--- src/rtl/pgs_pkg.sv ---
// Package: shared types of the page-boundary program splitter.
// Assumes: nothing beyond the standard language.
package pgs_pkg;

    // Control states of the splitter sequencer.
    typedef enum logic [1:0] {
        ST_IDLE = 2'd0,
        ST_HDR  = 2'd1,
        ST_DATA = 2'd2,
        ST_DONE = 2'd3
    } pgs_state_e;

endpackage

--- src/rtl/pgs_chunk_calc.sv ---
// Module: pgs_chunk_calc
// Computes the length of the next chunk. This is the smaller of the bytes
// still to be programmed and the room left between the current address and
// the end of its page.
// Assumes: shift < ADDR_W and LEN_W <= ADDR_W + 1. Purely combinational.
module pgs_chunk_calc #(
    parameter int ADDR_W  = 24,
    parameter int LEN_W   = 16,
    parameter int SHIFT_W = 5
) (
    input  logic [ADDR_W-1:0]  cur_addr,
    input  logic [LEN_W-1:0]   remain,
    input  logic [SHIFT_W-1:0] shift,
    output logic [LEN_W-1:0]   chunk_len
);

    localparam int ROOM_W = ADDR_W + 1;
    localparam int CMP_W  = (ROOM_W > LEN_W) ? ROOM_W : LEN_W;

    logic [ROOM_W-1:0] page_bytes;
    logic [ROOM_W-1:0] in_page_off;
    logic [ROOM_W-1:0] room;
    logic [CMP_W-1:0]  room_cmp;
    logic [CMP_W-1:0]  rem_cmp;

    // Room to the page end, then the minimum of room and remaining bytes.
    always_comb begin
        page_bytes  = ROOM_W'(1) << shift;
        in_page_off = {1'b0, cur_addr} & (page_bytes - ROOM_W'(1));
        room        = page_bytes - in_page_off;
        room_cmp    = CMP_W'(room);
        rem_cmp     = CMP_W'(remain);
        chunk_len   = (rem_cmp <= room_cmp) ? remain : LEN_W'(room);
    end

endmodule

--- src/rtl/pgs_byte_gate.sv ---
// Module: pgs_byte_gate
// Lets a loaded number of payload bytes through from the input stream to the
// output stream, then closes. It flags the transfer of the final byte.
// Assumes: load only happens while the budget is zero. Data passes through
// combinationally with no buffering.
module pgs_byte_gate #(
    parameter int LEN_W  = 16,
    parameter int DATA_W = 8
) (
    input  logic              clk,
    input  logic              rst_n,
    input  logic              load,
    input  logic [LEN_W-1:0]  load_len,
    input  logic              din_valid,
    output logic              din_ready,
    input  logic [DATA_W-1:0] din_data,
    output logic              dout_valid,
    input  logic              dout_ready,
    output logic [DATA_W-1:0] dout_data,
    output logic              last_fire
);

    logic [LEN_W-1:0] budget;
    logic             open_gate;
    logic             xfer;

    // Gate is open while bytes of the current chunk are outstanding.
    always_comb begin
        open_gate  = (budget != '0);
        dout_valid = din_valid & open_gate;
        din_ready  = dout_ready & open_gate;
        dout_data  = din_data;
        xfer       = din_valid & dout_ready & open_gate;
        last_fire  = xfer & (budget == LEN_W'(1));
    end

    // Byte budget: loaded per chunk and counted down per transferred byte.
    always_ff @(posedge clk) begin
        if (!rst_n) begin
            budget <= '0;
        end else if (load) begin
            budget <= load_len;
        end else if (xfer) begin
            budget <= budget - LEN_W'(1);
        end
    end

endmodule

--- src/rtl/pgm_page_splitter.sv ---
// Module: pgm_page_splitter (top)
// Splits a byte-granular program request into page-contained chunks. Each
// chunk is announced by a header (address, length) and followed by exactly
// that many payload bytes gated from the input stream.
// Assumes: page_shift < ADDR_W and 2^page_shift fits in LEN_W + 1 bits.
// The downstream sequencer handles the serial framing and the busy wait.
module pgm_page_splitter #(
    parameter int ADDR_W  = 24,
    parameter int LEN_W   = 16,
    parameter int SHIFT_W = 5,
    parameter int DATA_W  = 8
) (
    input  logic               clk,
    input  logic               rst_n,
    input  logic               req_valid,
    output logic               req_ready,
    input  logic [ADDR_W-1:0]  req_addr,
    input  logic [LEN_W-1:0]   req_len,
    input  logic [SHIFT_W-1:0] page_shift,
    output logic               cmd_valid,
    input  logic               cmd_ready,
    output logic [ADDR_W-1:0]  cmd_addr,
    output logic [LEN_W-1:0]   cmd_len,
    input  logic               din_valid,
    output logic               din_ready,
    input  logic [DATA_W-1:0]  din_data,
    output logic               dout_valid,
    input  logic               dout_ready,
    output logic [DATA_W-1:0]  dout_data,
    output logic               done
);

    import pgs_pkg::*;

    pgs_state_e         state;
    logic [ADDR_W-1:0]  cur_addr;
    logic [LEN_W-1:0]   remain;
    logic [SHIFT_W-1:0] shift_q;
    logic [LEN_W-1:0]   chunk_q;
    logic [LEN_W-1:0]   next_chunk;
    logic               hdr_fire;
    logic               last_byte;

    pgs_chunk_calc #(
        .ADDR_W  (ADDR_W),
        .LEN_W   (LEN_W),
        .SHIFT_W (SHIFT_W)
    ) u_calc (
        .cur_addr  (cur_addr),
        .remain    (remain),
        .shift     (shift_q),
        .chunk_len (next_chunk)
    );

    pgs_byte_gate #(
        .LEN_W  (LEN_W),
        .DATA_W (DATA_W)
    ) u_gate (
        .clk        (clk),
        .rst_n      (rst_n),
        .load       (hdr_fire),
        .load_len   (next_chunk),
        .din_valid  (din_valid),
        .din_ready  (din_ready),
        .din_data   (din_data),
        .dout_valid (dout_valid),
        .dout_ready (dout_ready),
        .dout_data  (dout_data),
        .last_fire  (last_byte)
    );

    // Port decode of the control state.
    always_comb begin
        req_ready = (state == ST_IDLE);
        cmd_valid = (state == ST_HDR);
        cmd_addr  = cur_addr;
        cmd_len   = next_chunk;
        done      = (state == ST_DONE);
        hdr_fire  = (state == ST_HDR) & cmd_ready;
    end

    // Request sequencer: accept, announce chunk, stream chunk, advance.
    always_ff @(posedge clk) begin
        if (!rst_n) begin
            state    <= ST_IDLE;
            cur_addr <= '0;
            remain   <= '0;
            shift_q  <= '0;
            chunk_q  <= '0;
        end else begin
            case (state)
                ST_IDLE: begin
                    if (req_valid) begin
                        cur_addr <= req_addr;
                        remain   <= req_len;
                        shift_q  <= page_shift;
                        state    <= (req_len == '0) ? ST_DONE : ST_HDR;
                    end
                end
                ST_HDR: begin
                    if (cmd_ready) begin
                        chunk_q <= next_chunk;
                        state   <= ST_DATA;
                    end
                end
                ST_DATA: begin
                    if (last_byte) begin
                        cur_addr <= cur_addr + ADDR_W'(chunk_q);
                        remain   <= remain - chunk_q;
                        state    <= (remain == chunk_q) ? ST_DONE : ST_HDR;
                    end
                end
                default: begin
                    state <= ST_IDLE;
                end
            endcase
        end
    end

endmodule

--- config.mk ---
export PLATFORM = sky130hd
export DESIGN_NAME = pgm_page_splitter
export DESIGN_NICKNAME = d
export VERILOG_FILES = /design/src/rtl/pgs_pkg.sv /design/src/rtl/pgs_chunk_calc.sv /design/src/rtl/pgs_byte_gate.sv /design/src/rtl/pgm_page_splitter.sv
export SDC_FILE = /design/constraint.sdc
export NUM_CORES = 1
export LEC_CHECK = 0
export BUFFER_PORTS_ARGS = -buffer_cell sky130_fd_sc_hd__buf_2
export CORE_MARGIN = 2
export CORE_UTILIZATION = 55
export CTS_BUF_LIST = sky130_fd_sc_hd__clkbuf_8
export CTS_CLUSTER_DIAMETER = 120
export DETAILED_ROUTE_END_ITERATION = 6
export PLACE_DENSITY_LB_ADDON = 0.25
export SETUP_SLACK_MARGIN = 0.5
export SLEW_MARGIN = 20
export SYNTH_ARGS = -nofsm -noshare
export SYNTH_HDL_FRONTEND = slang
export SYNTH_SLANG_ARGS = --single-unit
export TNS_END_PERCENT = 5
--- constraint.sdc ---
create_clock -name clk -period 11.15 [get_ports clk]
set_input_delay 0.5575 -clock clk [delete_from_list [all_inputs] [get_ports clk]]
set_output_delay 0.5575 -clock clk [all_outputs]
set_load 0.02 [all_outputs]
==> results by group <==
Synth
  – Async set-reset flop share out of synthesis: 0%
  – Syn Area/Cell: 7.37 sq um
  – Synth Area in Compound Gates: between 20 and 30%
  – Number of synthesized flops with an enable pin: 0
  – Netlist cell types: 86
  – Synthesized instance count: 1076
  – Register bit total from synthesis: 79
  – Mux share of post-synthesis cell area: about 3.3%
  – Sequential fraction of the synthesis area: 19.9%
  – XOR/XNOR Fraction of Synth Area: 5.30%
  – Synthesized cell area: 0.00793 sq mm
  – Ys Warns: 0
  – Synth Area in Simple Gates: 25.9%
  – Adder-cell area share of the yosys netlist: about 9%
  – Largest family of logic cells by synthesized area: compound AO/OA/AOI/OAI gates
  – Mapped Nets: 1191
  – Synth Flop Type: dfxtp_1

Floorplan
  – Rows: 43
  – Initial core utilization: between 50% and 60%
  – Boundary Pins: between 100 and 150
  – Core Area: between 0.01 and 0.015 sq mm
  – Die span in y: 124 um
  – Die Wd: about 120 um
  – Die area: between 0.015 and 0.02 sq mm

GRT
  – GRT Overall Usage: 35.6%
  – Total global routing overflow: 0
  – Initial antenna violation count: 0
  – Vias in the first global route: between 7000 and 8000
  – First-pass GRT wire length: 41300 um
  – Largest net degree at the start of global routing: 67

Power and ir drop
  – PwrDens: roughly 160 mW/mm^2
  – VDD IR max: 0.106 mV
  – Leak pwr: 3.60 nW

Critical path
  – Worst Setup End Kind: output pin
  – Worst reg2reg path depth: 23
  – CP Launch Type: flop
  – Largest delay share family, worst path: simple AND/OR/NAND/NOR gates
  – Worst R2R Start: shift_q[0]
  – WP buf/inv: 3
  – Cell Chain, Critical Path: nor2b_1 -> nand2_1 -> ha_1 -> nand2_1 -> nand3_1 -> a21o_1 -> a41oi_2 -> a31oi_4 -> o32ai_1 -> xnor2_1 -> inv_1 -> ha_1 -> nand4_1 -> nor3_1 -> o21ai_0 -> o211a_1 -> a211oi_1 -> nand4b_1 -> nor4_1 -> and4bb_2 -> o21a_4 -> mux2i_1 -> inv_1 -> buf_2
  – Worst reg2reg setup slack: about 4 ns
  – Max stage delay on crit path: a little over 0.8 ns
  – R2R Path End: chunk_q[14]
  – Setup CP Type: reg -> out
  – Critical path's slowest cell: dfxtp_1
  – CP required: 10.59 ns
  – Critical Path AT: 7.49 ns
  – Worst Path Max Fanout: 23
  – Critical Path Stages: 24

Routing
  – Post-DR wirelength/cell: 20.6 um
  – Detail Route Antenna Nets: 0
  – DR pass1 iterations: 7
  – Final Routed Wirelength: 26700 um
  – Remaining DRCs: 0
  – Total number of vias: about 8500
  – Routed vias/inst: roughly 6.6
  – Drt initial violations: 957

Finish
  – Fin cells: 1300
  – NumNets Final: 1230
  – Final instance area: roughly 0.0085 sq mm
  – Most frequent cells in the layout: 107 x nor2_1, 95 x buf_2, 94 x nand2_1
  – Finished Core Util: between 60% and 70%
  – Diode count: 0
  – Commonest non-fill, non-tap cell in the layout: nor2_1
  – Share of layout cells above drive strength 1: ~14%
  – Area delta synth->final: 6.86%

Placement
  – Port bufs: 95
  – Hpwl dp: slightly above 20000 um
  – RD Place Congestion: 1.05
  – Total placed cells including tap cells: between 1000 and 1500
  – Dpl cell area: 0.00827 sq mm

Clock tree
  – Clock Sink Count: 79
  – Deepest clock path buffer count: 2
  – Post_cts resized: 0
  – Post-CTS Setup Bufs: 0
  – TritonCTS clock tree: yes
  – H-tree depth: 3
  – Skew-Pair Late Insertion Delay: 0.40 ns
  – Clk Tree Root Cell: clkbuf_8
  – Num CTS Buffers: 9
  – CTS Hold Bufs: 0
  – Reg clk slew, reported paths: 0.08 ns

Timing
  – Final setup vio count: 0
  – Worst Skew: 0.0146 ns
  – RSZ-0062 raised after global routing: false
  – Max frequency: around 120 MHz
  – Relative slew slack: 29.5%
  – Worst Max-Slew Pin Slew: around 1.1 ns
  – Fin. Hold Viols: 0
  – Slew Limit Fails: 0
  – Min Tclk post-route: 8.05 ns
  – Period utilisation layout: 72.2%
  – Setup TNS: 0 ns
  – Final hold slack: approximately 0.40 ns

Min path
  – Hold EP: shift_q[1]
  – Hold path cells: 3
  – Hold crit path type: in -> reg
  – Hold Crit Start: page_shift[1]

Job
  – Max-cap viol count: 0

Status
  – Status: completed
## logic make-up after synthesis
group,count (synthesis)
AOI/OAI and AO/OA,320
and+or+nand+nor,406
xor gates and xnor gates,48
DFF,79
muxes,26
adders and majority gates,56
buffers and inverters,141
## synthesized netlist by cell type (10+ instances only)
cell type	n	area share (%)
nor3_1	37	2.3
ha_1	54	8.5
a311oi_1	11	1.2
xnor2_1	24	2.6
inv_1	66	3.1
o21ai_0	49	3.1
nor2_1	108	5.1
and3_1	11	0.87
nand3_1	30	1.9
nor2b_1	18	1.4
xor2_1	24	2.6
a211oi_1	48	4.5
nand2_1	94	4.4
nand2b_1	16	1.3
mux2i_1	22	2.8
a21oi_1	76	4.8
o211ai_1	16	1.5
or3_1	10	0.79
o21a_1	16	1.5
clkbuf_1	40	1.9
buf_4	12	1.1
nand4_1	20	1.6
a31oi_1	12	0.95
dfxtp_1	79	20
nor4_1	13	1.0
## sequential cells by signal, indices dropped and copies added (netlist names)
signal	count
chunk_q	16
cmd_addr	24
remain	16
shift_q	5
state	2
u_gate.budget	16
## layer usage
| metal | vias up | global-route usage (%) | wire, um |
|---|---|---|---|
| li1 | 4033 | - | - |
| met1 | 3944 | 48.3 | 11400 |
| met2 | 447 | 53.9 | 11600 |
| met3 | 93 | 6.87 | 2470 |
| met4 | 0 | 17.3 | 1270 |
| met5 | - | 0 | 0 |
## cell type report
| type | count | area (sq um) |
|---|---|---|
| Clock buffer | 9 | 124 |
| Clock inverter | 7 | 80.1 |
| Fill cell | 1349 | 5510 |
| Inverter | 66 | 248 |
| Multi-Input combinational cell | 856 | 5680 |
| Sequential cell | 79 | 1580 |
| Tap cell | 180 | 225 |
| Timing Repair Buffer | 103 | 536 |
## tightest hold or removal path, cell delays in order
cell     delay [ns]
buf_2          0.10
nand2_1        0.04
a21oi_1        0.05
## stage by stage
stage          power (mW)  worst slack (ns)
2_1_floorplan       0.902              5.29
3_3_place_gp         1.07              3.96
3_5_place_dp         1.07              3.73
4_1_cts              1.31              3.29
5_1_grt              1.41              2.69
6_report             1.33              3.10
## worst max-delay path by stage
stage | from | to
3_5_place_dp | shift_q[0] | cmd_len[14]
2_1_floorplan | shift_q[1] | cmd_len[1]
6_report | shift_q[0] | cmd_len[14]
5_1_grt | shift_q[0] | cmd_len[10]
4_1_cts | shift_q[0] | cmd_len[14]
3_3_place_gp | shift_q[0] | cmd_len[14]
## power by group
part / total [mW] / switching, mW / internal (mW)
logic: 0.708 / 0.433 / 0.275
clock network: 0.235 / 0.128 / 0.107
registers: 0.383 / 0.0632 / 0.320
No activity file was read; power rests on OpenSTA's default activity.
